<file path="src/rtl/nvseq_pkg.sv">
package nvseq_pkg;

    typedef enum logic [1:0] {
        ST_OFF,
        ST_IDLE,
        ST_COPY,
        ST_SETTLE
    } seq_state_e;

    localparam logic DIR_RECALL = 1'b0;
    localparam logic DIR_STORE  = 1'b1;

endpackage

</file>
<file path="src/rtl/nvseq_sync.sv">
module nvseq_sync #(
    parameter int STAGES  = 2,
    parameter bit RST_VAL = 1'b0
) (
    input  logic clk,
    input  logic rst_n,
    input  logic din,
    output logic dout
);

    logic [STAGES-1:0] chain_q;

    generate
        if (STAGES == 1) begin : g_one
            always_ff @(posedge clk or negedge rst_n) begin
                if (!rst_n) chain_q <= RST_VAL;
                else        chain_q <= din;
            end
        end else begin : g_many
            always_ff @(posedge clk or negedge rst_n) begin
                if (!rst_n) chain_q <= {STAGES{RST_VAL}};
                else        chain_q <= {chain_q[STAGES-2:0], din};
            end
        end
    endgenerate

    assign dout = chain_q[STAGES-1];

endmodule

</file>
<file path="src/rtl/nvseq_arb.sv">
module nvseq_arb #(
    parameter bit AUTO_STORE_EN = 1'b1
) (
    input  logic pwr_ok,
    input  logic pin_fall,
    input  logic sw_store,
    input  logic sw_recall,
    input  logic dirty,
    output logic start,
    output logic start_dir,
    output logic power_off
);
    import nvseq_pkg::*;

    always_comb begin
        start     = 1'b0;
        start_dir = DIR_STORE;
        power_off = 1'b0;
        if (!pwr_ok) begin
            start     = AUTO_STORE_EN && dirty;
            power_off = !(AUTO_STORE_EN && dirty);
        end else if (pin_fall) begin
            start = dirty;
        end else if (sw_store) begin
            start = dirty;
        end else if (sw_recall) begin
            start     = 1'b1;
            start_dir = DIR_RECALL;
        end
    end

endmodule

</file>
<file path="src/rtl/nv_image_sequencer.sv">
module nv_image_sequencer
    import nvseq_pkg::*;
#(
    parameter int WORDS         = 64,
    parameter int SETTLE_CYC    = 16,
    parameter int SYNC_STAGES   = 2,
    parameter bit AUTO_STORE_EN = 1'b1,
    parameter bit PIN_STORE_EN  = 1'b1
) (
    input  logic                     clk,
    input  logic                     rst_n,
    input  logic                     pwr_good,
    input  logic                     store_pin_n,
    input  logic                     sw_store_req,
    input  logic                     sw_recall_req,
    input  logic                     sram_wr,
    output logic                     busy,
    output logic                     ready,
    output logic                     store_pin_drive,
    output logic                     xfer_en,
    output logic                     xfer_dir,
    output logic [$clog2(WORDS)-1:0] xfer_addr
);

    localparam int AW = $clog2(WORDS);
    localparam int SW = (SETTLE_CYC > 1) ? $clog2(SETTLE_CYC) : 1;
    localparam logic [AW-1:0] LAST_ADDR  = AW'(WORDS - 1);
    localparam logic [SW-1:0] SETTLE_TOP = SW'(SETTLE_CYC - 1);

    typedef struct packed {
        seq_state_e    state;
        logic          dir;
        logic [AW-1:0] addr;
        logic [SW-1:0] settle;
        logic          dirty;
        logic          pin_prev;
    } seq_t;

    seq_t q, d;

    logic pwr_ok, pin_s, pin_fall;
    logic arb_start, arb_dir, arb_off;
    logic dirty_w;

    nvseq_sync #(.STAGES(SYNC_STAGES), .RST_VAL(1'b0)) u_pwr_sync (
        .clk  (clk),
        .rst_n(rst_n),
        .din  (pwr_good),
        .dout (pwr_ok)
    );

    nvseq_sync #(.STAGES(SYNC_STAGES), .RST_VAL(1'b1)) u_pin_sync (
        .clk  (clk),
        .rst_n(rst_n),
        .din  (store_pin_n),
        .dout (pin_s)
    );

    assign pin_fall = PIN_STORE_EN && q.pin_prev && !pin_s;

    nvseq_arb #(.AUTO_STORE_EN(AUTO_STORE_EN)) u_arb (
        .pwr_ok   (pwr_ok),
        .pin_fall (pin_fall),
        .sw_store (sw_store_req),
        .sw_recall(sw_recall_req),
        .dirty    (q.dirty),
        .start    (arb_start),
        .start_dir(arb_dir),
        .power_off(arb_off)
    );

    always_comb begin
        d          = q;
        d.pin_prev = pin_s;
        unique case (q.state)
            ST_OFF: begin
                d.dirty = 1'b0;
                if (pwr_ok) begin
                    d.state = ST_COPY;
                    d.dir   = DIR_RECALL;
                    d.addr  = '0;
                end
            end
            ST_IDLE: begin
                if (sram_wr) d.dirty = 1'b1;
                if (arb_off) begin
                    d.state = ST_OFF;
                end else if (arb_start) begin
                    d.state = ST_COPY;
                    d.dir   = arb_dir;
                    d.addr  = '0;
                end
            end
            ST_COPY, ST_SETTLE: begin
                if (q.dir == DIR_RECALL && !pwr_ok) begin
                    if (AUTO_STORE_EN && q.dirty) begin
                        d.state = ST_COPY;
                        d.dir   = DIR_STORE;
                        d.addr  = '0;
                    end else begin
                        d.state = ST_OFF;
                    end
                end else if (q.state == ST_COPY) begin
                    if (q.addr == LAST_ADDR) begin
                        d.state  = ST_SETTLE;
                        d.settle = SETTLE_TOP;
                    end else begin
                        d.addr = q.addr + 1'b1;
                    end
                end else if (q.settle == '0) begin
                    d.dirty = 1'b0;
                    d.state = (q.dir == DIR_STORE && !pwr_ok) ? ST_OFF : ST_IDLE;
                end else begin
                    d.settle = q.settle - 1'b1;
                end
            end
            default: d.state = ST_OFF;
        endcase
    end

    always_ff @(posedge clk or negedge rst_n) begin
        if (!rst_n) begin
            q          <= '0;
            q.state    <= ST_OFF;
            q.pin_prev <= 1'b1;
        end else begin
            q <= d;
        end
    end

    assign busy            = (q.state == ST_COPY) || (q.state == ST_SETTLE);
    assign ready           = (q.state == ST_IDLE);
    assign store_pin_drive = busy;
    assign xfer_en         = (q.state == ST_COPY);
    assign xfer_dir        = q.dir;
    assign xfer_addr       = q.addr;
    assign dirty_w         = q.dirty;

endmodule

</file>
<file path="config.mk">
export PLATFORM = sky130hd
export DESIGN_NAME = nv_image_sequencer
export DESIGN_NICKNAME = d
export VERILOG_FILES = /design/src/rtl/nvseq_pkg.sv /design/src/rtl/nvseq_sync.sv /design/src/rtl/nvseq_arb.sv /design/src/rtl/nv_image_sequencer.sv
export SDC_FILE = /design/constraint.sdc
export NUM_CORES = 1
export LEC_CHECK = 0
export BUFFER_PORTS_ARGS = -buffer_cell sky130_fd_sc_hd__buf_2
export CAP_MARGIN = 15
export CORE_MARGIN = 8
export CORE_UTILIZATION = 30
export CTS_BUF_LIST = sky130_fd_sc_hd__clkbuf_8
export CTS_CLUSTER_SIZE = 28
export DETAILED_ROUTE_END_ITERATION = 6
export GPL_ROUTABILITY_DRIVEN = 0
export GPL_TIMING_DRIVEN = 0
export HOLD_SLACK_MARGIN = 0.15
export MAX_ROUTING_LAYER = met4
export PLACE_DENSITY_LB_ADDON = 0.08
export REMOVE_ABC_BUFFERS = 1
export SLEW_MARGIN = 5
export SYNTH_ARGS = -nofsm -noshare
export SYNTH_HDL_FRONTEND = slang
export SYNTH_SLANG_ARGS = --single-unit
</file>
<file path="constraint.sdc">
create_clock -name clk -period 2 [get_ports clk]
set_input_delay 0.2 -clock clk [delete_from_list [all_inputs] [get_ports clk]]
set_output_delay 0.2 -clock clk [all_outputs]
set_load 0.05 [all_outputs]
</file>
==> metrics.md, run 1 <==
| Metric | Value |
|---|---|
| Status | `completed` |
| H-tree depth | `1` |
| R2r startpoint | `u_pwr_sync.chain_q[1]$_DFF_PN0_` |
| Clock Latency Late Sink | `260 ps` |
| Gr ovfl total | `0` |
| First-pass detailed-route iteration total | `4` |
| Routed WL per cell | `13.15 µm` |
| Fin crit period | `1931 ps` |
| Post-synthesis sequential area ratio | `0.4218` |
| First-pass GRT wire length | `4.229 mm` |
| Total routed wirelength | `2.498 mm` |
| Delay-heaviest family, CP | `compound AO/OA/AOI/OAI gates` |
| ANT cells | `0` |
| Final HPWL DP | `1.711 mm` |
| Max-slew violations | `0` |
| Die area | `6012 µm²` |
| HP Class | `primary input to flop` |
| Worst-Margin Slew | `433.8 ps` |
| Unique masters post-synth | `39` |
| CTS root buf | `clkbuf_8` |
| DRC viols | `0` |
| Final worst path period share | `0.9654` |
| Number of setup violations in the final report | `0` |
| IO Pins | `18` |
| Cell Area, Placed | `1189 µm²` |
| Slew Limit Headroom | `0.7078` |
| Starting Density | `0.3103` |
| CP Launch Type | `flop` |
| Vias | `932` |
| Initial DRC count | `69` |
| Arr. time, crit path | `2080 ps` |
| Post-synth EDFFs | `0` |
| Crit path depth | `5` |
| CP Max Fanout | `8` |
| Top cell type's share of synthesized area | `0.3524` |
| Clock tree buffer depth | `2` |
| Post-synth top cells | `16 x dfrtp_1, 12 x a21oi_1, 11 x nand2_1, 9 x nor2_1, 9 x o21ai_0` |
| Hold Startpoint | `sram_wr` |
| Hold path endpoint | `dirty_w$_DFFE_PN0P_` |
| Die W | `77.54 µm` |
| Critical path endpoint category | `flop` |
| Layout cell share with drive strength beyond 1 | `0.3521` |
| CTS tree | `yes` |
| Gr usage total | `0.08896` |
| Post-DR vias/cell | `4.905` |
| IO Port Bufs | `17` |
| Final Core Density | `0.3677` |
| Syn Area/Cell | `9.237 µm²` |
| Cells after Synth | `123` |
| Setup TNS | `0 ps` |
| Yosys warning total | `0` |
| Synth area leader | `dfrtp_1` |
| Area growth, synth to finish | `18.50%` |
| Power Density | `1535 nW/µm²` |
| Hold path depth | `3` |
| Post-route ant nets | `0` |
| # nets final | `152` |
| Height of the chip | `77.54 µm` |
| Ys async rst share | `1.000` |
| WP data required | `2150 ps` |
| Num rows | `22` |
| Top_reg_cell synth | `dfrtp_1` |
| Largest net degree at the start of global routing | `20` |
| Slowest-stage cell, CP | `or4b_4` |
| Final hold vios | `0` |
| Layout fillers | `380` |
| Fin area | `1346 µm²` |
| Clk sinks | `19` |
| RSZ-0062 raised after global routing | `true` |
| VDD IR max | `0.0008912 V` |
| Area of the mapped netlist | `1136 µm²` |
| Max incr delay on CP | `540 ps` |
| Core ar. | `3661 µm²` |
| R2R Setup Slk | `70 ps` |
| Initial antenna violation count | `0` |
| Top post-synthesis cells by area | `dfrtp_1 35%, dfstp_2 6.9%, a21oi_1 5.3%` |
| Num CTS Buffers | `3` |
| Leak pwr | `0.0006077 µW` |
| Vias in the first global route | `882` |
| Worst-path clk slew | `70 ps` |
| Fmax | `517.9 MHz` |
| CP Buf/Inv Count | `0` |
| Max-Cap Viols | `0` |
| FF-to-FF path depth | `5` |
| Yosys reg bits | `19` |
| Cell Chain, Critical Path | `o211ai_1 > or4b_4 > a21oi_4 > o21ai_2 > mux2_4` |
| Most frequent cell after synthesis | `dfrtp_1` |
| Setup CP Type | `flop to flop` |
| Terminus of the critical flop-to-flop path | `xfer_addr[0]$_DFFE_PN0P_` |
| Setup Skew | `4.304 ps` |
-- repair_timing --
item | CTS | global route
resized for setup | 4 | 4
pin swaps | 0 | 0
setup endpoints to repair | 10 | 9
gates cloned | 0 | 0
hold endpoints to repair | 18 | 0
hold buffers | 3 | 0
setup buffers | 1 | 7
-- per-stage QoR --
step	setup slack, ps	total power (µW)	instances	hold slack, ps
after floorplan	-536.7	1455	110	-95.59
after global placement	-190.3	1682	175	172.7
after detailed placement	-216.2	1694	175	175.5
after CTS	-22.55	2000	183	221.7
after global routing	-0.3590	2239	190	251.4
final	69.14	2067	190	219.5
-- tightest hold or removal path, cell delays in order --
cell     delay, ps
buf_2           80
o22ai_1         50
a21oi_1        110
-- state kept, by name, indices dropped and copies added, names as in the netlist --
name and cells:
u_pwr_sync.chain_q 2, xfer_addr 6, u_pin_sync.chain_q 2, q 7, xfer_dir 1, dirty_w 1
-- cell type report --
cell class	count	area [µm²]	area share
timing repair buffer	28	175.2	0.1301
clock buffer	3	41.29	0.03067
tap	48	60.06	0.04461
inverter	5	18.77	0.01394
clock inverter	1	3.754	0.002788
sequential	19	484.2	0.3597
multi-input combinational	86	563.0	0.4182
-- cells in the final DEF (no fill, tap or decap), types with 4 or more instances in the layout --
cell     instances
a21oi_1         12
buf_2           17
nor2_1           9
buf_4            8
dfrtp_1         12
inv_1            6
nand2_1         11
nor2b_1          5
o21ai_0          9
dfrtp_2          4
-- layer usage --
metal,part of all wire,up-vias,track usage
li1,-,473,-
met1,0.53,434,0.1147
met2,0.41,21,0.1281
met3,0.040,4,0.02189
met4,0.016,0,0.03962
met5,0,-,-
-- how the worst max path moves through the flow --
stage,start,end,slack (ps)
after floorplan,q[14]$_DFFE_PN0P_,xfer_addr[0]$_DFFE_PN0P_,-540
after global placement,q[13]$_DFFE_PN0P_,xfer_addr[0]$_DFFE_PN0P_,-190
after detailed placement,q[13]$_DFFE_PN0P_,xfer_addr[0]$_DFFE_PN0P_,-220
after CTS,q[14]$_DFFE_PN0P_,xfer_addr[0]$_DFFE_PN0P_,-20
after global routing,u_pwr_sync.chain_q[1]$_DFF_PN0_,xfer_addr[4]$_DFFE_PN0P_,-0.4
final,u_pwr_sync.chain_q[1]$_DFF_PN0_,xfer_addr[0]$_DFFE_PN0P_,70
-- cell families after synthesis --
| family | count (synthesis) | share of synthesized area |
|---|---|---|
| AOI/OAI and AO/OA | 41 | 0.2478 |
| buffers and inverters | 18 | 0.09801 |
| muxes | 1 | 0.01321 |
| and+or+nand+nor | 42 | 0.1971 |
| DFF | 19 | 0.4218 |
| adders and majority gates | 2 | 0.02202 |
-- where the power goes --
part / internal (µW) / total, µW / switching, µW
Sequential: 505 / 659 / 153
Combinational: 465 / 1140 / 671
Clock: 137 / 272 / 135
Total: 1110 / 2070 / 960
Power figures use the tool's default switching activity.
==> inputs of run 2 (changes only) <==
--- a/config.mk
+++ b/config.mk
@@ -7,6 +7,8 @@
 export LEC_CHECK = 0
 export BUFFER_PORTS_ARGS = -buffer_cell sky130_fd_sc_hd__buf_2
 export CAP_MARGIN = 15
+export CELL_PAD_IN_SITES_DETAIL_PLACEMENT = 0
+export CELL_PAD_IN_SITES_GLOBAL_PLACEMENT = 1
 export CORE_MARGIN = 8
 export CORE_UTILIZATION = 30
 export CTS_BUF_LIST = sky130_fd_sc_hd__clkbuf_8
==> metrics.md, run 2 (synthesis results as in run 1) <==
| Metric | Value |
|---|---|
| Setup Skew | `3.139 ps (-1.164 ps)` |
| Die area | `6012 µm² (unchanged)` |
| Fmax | `524.5 MHz (+1.3%)` |
| P_int | `1137 µW (+2.6%)` |
| CTS tree | `yes` |
| Final worst setup slack | `93.39 ps (+24.25 ps)` |
| Number of setup violations in the final report | `0 (unchanged)` |
| H-tree depth | `1 (unchanged)` |
| Starting Density | `0.3103 (unchanged)` |
| First-pass detailed-route iteration total | `4 (unchanged)` |
| Register share of total power | `0.303 (-0.016)` |
| Sw frac | `0.4593 (-0.004849)` |
| Final hold vios | `0 (unchanged)` |
| Arr. time, crit path | `2050 ps (-30 ps)` |
| Power Density | `1539 nW/µm² (+0.23%)` |
| IO Pins | `18 (unchanged)` |
| Total routed wirelength | `2.588 mm (+3.6%)` |
| Largest Register | `q` |
| Start point of the critical path | `u_pwr_sync.chain_q[1]$_DFF_PN0_` |
| ANT cells | `0 (unchanged)` |
| Fin area | `1366 µm² (+1.5%)` |
| Final HPWL DP | `1.743 mm (+1.8%)` |
| Worst-Margin Slew | `449.0 ps (+15.26 ps)` |
| Largest net degree at the start of global routing | `20 (unchanged)` |
| Hold path depth | `3 (unchanged)` |
| IO Port Bufs | `17 (unchanged)` |
| FF-to-FF path depth | `5 (unchanged)` |
| Clk sinks | `19 (unchanged)` |
| Max reg flops | `7 (unchanged)` |
| Worst-path clk slew | `80 ps (about the same)` |
| First-pass GRT wire length | `4.057 mm (-4.1%)` |
| Most common cell after layout, fill and taps aside | `buf_2` |
| Routed WL per cell | `13.41 µm (+2.0%)` |
| RSZ-0062 raised after global routing | `false` |
| Fin crit period | `1907 ps (-24.25 ps)` |
| Gr ovfl total | `0 (unchanged)` |
| Post-DR vias/cell | `5.078 (+3.5%)` |
| CP Launch Type | `flop` |
| Clock tree buffer depth | `2 (unchanged)` |
| Most frequent cells in the layout | `17 x buf_2, 12 x a21oi_1, 12 x dfrtp_1` |
| Leak pwr | `0.0006052 µW (-0.41%)` |
| Terminus of the critical flop-to-flop path | `xfer_addr[0]$_DFFE_PN0P_` |
| Initial antenna violation count | `0 (unchanged)` |
| Area growth, synth to finish | `20.26%` |
| CP Max Fanout | `7 (-1)` |
| Placed cell count | `175 (unchanged)` |
| Vias in the first global route | `837 (-5.1%)` |
| R2r startpoint | `u_pwr_sync.chain_q[1]$_DFF_PN0_` |
| Num rows | `22 (unchanged)` |
| Gr usage total | `0.08417 (-0.004786)` |
| Slew Limit Headroom | `0.6975 (-0.01028)` |
| WP data required | `2150 ps (about the same)` |
| Post-route ant nets | `0 (unchanged)` |
| Die W | `77.54 µm (unchanged)` |
| Height of the chip | `77.54 µm (unchanged)` |
| Layout fillers | `382 (+0.53%)` |
| Max-Cap Viols | `0 (unchanged)` |
| Vias | `980 (+5.2%)` |
| Max-slew violations | `0 (unchanged)` |
| HP Class | `primary input to flop` |
| CP endpoint | `xfer_addr[0]$_DFFE_PN0P_` |
| Fin cells | `193 (+1.6%)` |
| Dpl ws | `-220.7 ps (-4.501 ps)` |
| Initial DRC count | `46 (-33%)` |
| Layout cell share with drive strength beyond 1 | `0.3724 (+0.02030)` |
| # nets final | `155 (+2.0%)` |
| DRC viols | `0 (unchanged)` |
| Core ar. | `3661 µm² (unchanged)` |
| Logic pwr share | `0.567 (+0.017)` |
| Cell Area, Placed | `1189 µm² (unchanged)` |
| Num CTS Buffers | `3 (unchanged)` |
| Status | `completed` |
| VDD IR max | `0.0005407 V (-39%)` |
| Setup CP Type | `flop to flop` |
| R2R Setup Slk | `90 ps (+20 ps)` |
| NetSw | `965.9 µW (+0.66%)` |
| CTS root buf | `clkbuf_8` |
| Clock Latency Late Sink | `250 ps (about the same)` |
| Critical path endpoint category | `flop` |
| Final worst path period share | `0.9533 (-0.01212)` |
| Clock power share | `0.129 (-0.002)` |
[run 2: cell count changes in the layout (fill, tap and decap cells not counted), sizes merged]
cell | before | now
buf | 25 | 28
clkinv | 0 | 1
inv | 6 | 5
[run 2: critical path, stage by stage (launching register included)]
cell      delay, ps
dfrtp_2         460
o211ai_1        210
or4b_4          540
a21oi_4         230
o21ai_2         100
mux2_4          260
[run 2: per-stage QoR]
stage,hold slack (ps),util,setup TNS (ps),total power (µW)
finish,216.1,0.3732,0,2103
global route,223.9,0.3732,0,2254
CTS,217.0,0.3568,0,2065
detailed placement,173.3,0.3247,-985.0,1693
global placement,166.8,0.3247,-811.2,1680
floorplan,-95.59,-,-4130,1455
[run 2: final cells by class]
cell class / instances / area (µm²) / area share
Multi-Input combinational cell: 86 / 555.5 / 0.4066
Timing Repair Buffer: 31 / 201.4 / 0.1474
Tap cell: 48 / 60.06 / 0.04396
Inverter: 5 / 18.77 / 0.01374
Clock inverter: 1 / 5.005 / 0.003663
Clock buffer: 3 / 41.29 / 0.03022
Sequential cell: 19 / 484.2 / 0.3544
[run 2: metal layers]
| metal | share of wire | vias to the layer above | global-route usage |
|---|---|---|---|
| li1 | - | 478 | - |
| met1 | 0.47 | 475 | 0.1001 |
| met2 | 0.47 | 25 | 0.1348 |
| met3 | 0.059 | 2 | 0.02880 |
| met4 | 0.0073 | 0 | 0.01698 |
| met5 | 0 | - | - |
[run 2: power groups by stage]
stage | logic, µW | registers (µW) | clock network, µW
6_report | 1190 | 638 | 272
5_1_grt | 1290 | 661 | 300
4_1_cts | 1110 | 668 | 285
3_5_place_dp | 997 | 696 | 0
3_3_place_gp | 988 | 692 | 0
2_1_floorplan | 620 | 835 | 0
[run 2: worst min path at each step]
stage             from                       end
5_1_grt        sram_wr       dirty_w$_DFFE_PN0P_
6_report       sram_wr       dirty_w$_DFFE_PN0P_
3_5_place_dp     rst_n  xfer_addr[4]$_DFFE_PN0P_
2_1_floorplan    rst_n       dirty_w$_DFFE_PN0P_
4_1_cts        sram_wr       dirty_w$_DFFE_PN0P_
3_3_place_gp     rst_n  xfer_addr[3]$_DFFE_PN0P_
[run 2: repair_timing]
action,CTS,global route
buffers inserted,5,6
gates cloned,0,0
pin swaps,0,1
hold buffers,3,0
gates resized for setup,3,4
endpoints found under the setup margin,8,10
hold endpoints to repair,18,0
==> inputs of run 3 (changes only) <==
--- a/config.mk
+++ b/config.mk
@@ -15,7 +15,6 @@
 export CTS_CLUSTER_SIZE = 28
 export DETAILED_ROUTE_END_ITERATION = 6
 export GPL_ROUTABILITY_DRIVEN = 0
-export GPL_TIMING_DRIVEN = 0
 export HOLD_SLACK_MARGIN = 0.15
 export MAX_ROUTING_LAYER = met4
 export PLACE_DENSITY_LB_ADDON = 0.08
==> metrics.md, run 3 (synthesis results as in run 1) <==
| Metric | Value |
|---|---|
| Power Total | `2095 µW (-0.37%)` |
| Post-route ant nets | `0 (unchanged)` |
| ANT cells | `0 (unchanged)` |
| IO Port Bufs | `17 (unchanged)` |
| Fmax | `541.3 MHz (+3.2%)` |
| Storage element area | `483.0 µm² (-0.26%)` |
| Status | `completed` |
| Sw frac | `0.4606 (+0.001237)` |
| Clock Latency Late Sink | `260 ps (about the same)` |
| Placed cell count | `187 (+6.9%)` |
| First-pass GRT wire length | `4.533 mm (+12%)` |
| Cell Chain, Critical Path | `o211ai_1 > or4b_4 > a21oi_4 > buf_4 > a41oi_1 > a21oi_1` |
| Slowest-stage cell, CP | `or4b_4` |
| Most frequent cells in the layout | `17 x buf_2, 13 x dfrtp_1, 13 x buf_4` |
| Layout cell share with drive strength beyond 1 | `0.3537 (-0.01867)` |
| First-pass detailed-route iteration total | `4 (unchanged)` |
| Die area | `6012 µm² (unchanged)` |
| Num rows | `22 (unchanged)` |
| Post-DR vias/cell | `4.862 (-4.3%)` |
| CP Launch Type | `flop` |
| Routed WL per cell | `13.86 µm (+3.4%)` |
| Height of the chip | `77.54 µm (unchanged)` |
| Logic pwr share | `0.569 (+0.002)` |
| Multi-input gate area | `545.5 µm² (-1.8%)` |
| Initial DRC count | `26 (-43%)` |
| Max-Cap Viols | `0 (unchanged)` |
| Arr. time, crit path | `2030 ps (-20 ps)` |
| Gr ovfl total | `0 (unchanged)` |
| Largest net degree at the start of global routing | `20 (unchanged)` |
| Setup CP Type | `flop to flop` |
| Gr usage total | `0.09512 (+0.01095)` |
| Register share of total power | `0.303 (about the same)` |
| Setup Skew | `4.459 ps (+1.320 ps)` |
| Clk sinks | `19 (unchanged)` |
| Clock power share | `0.128 (about the same)` |
| Largest Register | `q` |
| Num CTS Buffers | `3 (unchanged)` |
| Max incr delay on CP | `530 ps (about the same)` |
| Fin cells | `195 (+1.0%)` |
| DRC viols | `0 (unchanged)` |
| Final HPWL DP | `1.992 mm (+14%)` |
| H-tree depth | `1 (unchanged)` |
| Fin crit period | `1847 ps (-59.26 ps)` |
| Starting Density | `0.3103 (unchanged)` |
| Area growth, synth to finish | `20.15% (about the same)` |
| CTS tree | `yes` |
| Final hold vios | `0 (unchanged)` |
| Core ar. | `3661 µm² (unchanged)` |
| WP data required | `2180 ps (+30 ps)` |
| Power Density | `1535 nW/µm² (-0.28%)` |
| NetSw | `964.9 µW (about the same)` |
| Total routed wirelength | `2.703 mm (+4.4%)` |
| # nets final | `157 (+1.3%)` |
| CP Max Fanout | `6 (-1)` |
| Max reg flops | `7 (unchanged)` |
| Worst-Margin Slew | `459.5 ps (+10.50 ps)` |
| Die W | `77.54 µm (unchanged)` |
| VDD IR max | `0.0005429 V (+0.41%)` |
| IO Pins | `18 (unchanged)` |
| Clock tree buffer depth | `2 (unchanged)` |
| P_int | `1130 µW (-0.60%)` |
| Slew Limit Headroom | `0.6936 (-0.003840)` |
| Vias in the first global route | `939 (+12%)` |
| Final Core Density | `0.3729 (about the same)` |
| Worst-path clk slew | `80 ps (about the same)` |
| HP Class | `primary input to flop` |
| Max-slew violations | `0 (unchanged)` |
| Vias | `948 (-3.3%)` |
| Initial antenna violation count | `0 (unchanged)` |
| Number of setup violations in the final report | `0 (unchanged)` |
| Leak pwr | `0.0006153 µW (+1.7%)` |
| Most common cell after layout, fill and taps aside | `buf_2` |
| Critical path endpoint category | `flop` |
| Layout fillers | `390 (+2.1%)` |
| CTS root buf | `clkbuf_8` |
| Final worst path period share | `0.9237 (-0.02963)` |
==> run 3: changes by cell type in the layout (fill, tap and decap cells not counted) <==
cell,previous run,this run
clkinv_2,1,0
inv_1,5,6
dfrtp_1,12,13
nor3_1,3,5
dfrtp_2,4,3
nor3_2,3,1
buf_4,10,13
buf_6,1,0
==> run 3: stage by stage <==
step	TNS [ps]	area, µm²	setup WS [ps]	hold WS (ps)
after CTS	0	1354	93.36	210.6
after global routing	-1.689	1365	-1.689	264.9
after global placement	0	1279	156.2	174.4
after detailed placement	0	1279	121.3	185.3
final	0	1365	152.6	213.7
after floorplan	-4130	1044	-536.7	-95.59
==> run 3: power by group through the flow <==
stage	sequential, µW	clock, µW	combinational [µW]
after floorplan	835	0	620
after CTS	630	279	1210
final	634	268	1190
after global routing	654	292	1320
after detailed placement	636	0	1200
after global placement	633	0	1190
==> run 3: repair_timing <==
| action | CTS | global route |
|---|---|---|
| setup endpoints to repair | 0 | 1 |
| hold buffers | 3 | 0 |
| buffers inserted | 0 | 1 |
| resized for setup | 0 | 3 |
| endpoints found under the hold margin | 18 | 0 |
==> run 3: worst max-delay path: cells and delay by family (launching register included) <==
family          cells  cell delay [ps]
compound gates      4              650
flops               1              440
buf+inv             1              160
simple gates        1              530
==> run 3: area by class of cell <==
class / instances / share of cell area
repair buffers: 33 / 0.1558
clock inverters: 1 / 0.002750
flip-flops and latches: 19 / 0.3538
well taps: 48 / 0.04400
inverters: 5 / 0.01375
multi-input cells: 86 / 0.3996
clock buffers: 3 / 0.03025
==> run 3: worst paths after layout <==
kind | from | to | slack [ps] | depth (start not counted)
hold reg to reg | u_pin_sync.chain_q[0]$_DFF_PN1_ | u_pin_sync.chain_q[1]$_DFF_PN1_ | 360 | 0
max in group asynchronous | rst_n | u_pin_sync.chain_q[0]$_DFF_PN1_ | 1230 | 2
hold / removal | sram_wr | dirty_w$_DFFE_PN0P_ | 210 | 3
setup / recovery | xfer_dir$_DFFE_PN0P_ | xfer_addr[4]$_DFFE_PN0P_ | 150 | 6
setup reg to reg | xfer_dir$_DFFE_PN0P_ | xfer_addr[4]$_DFFE_PN0P_ | 150 | 6
min in group asynchronous | rst_n | xfer_addr[5]$_DFFE_PN0P_ | 430 | 2
==> run 3: per-layer routing <==
metal  global-route usage  wire length (µm)
met2               0.1441              1214
met4              0.03962                19
met5                    -                 0
met3              0.02419               101
met1               0.1174              1368
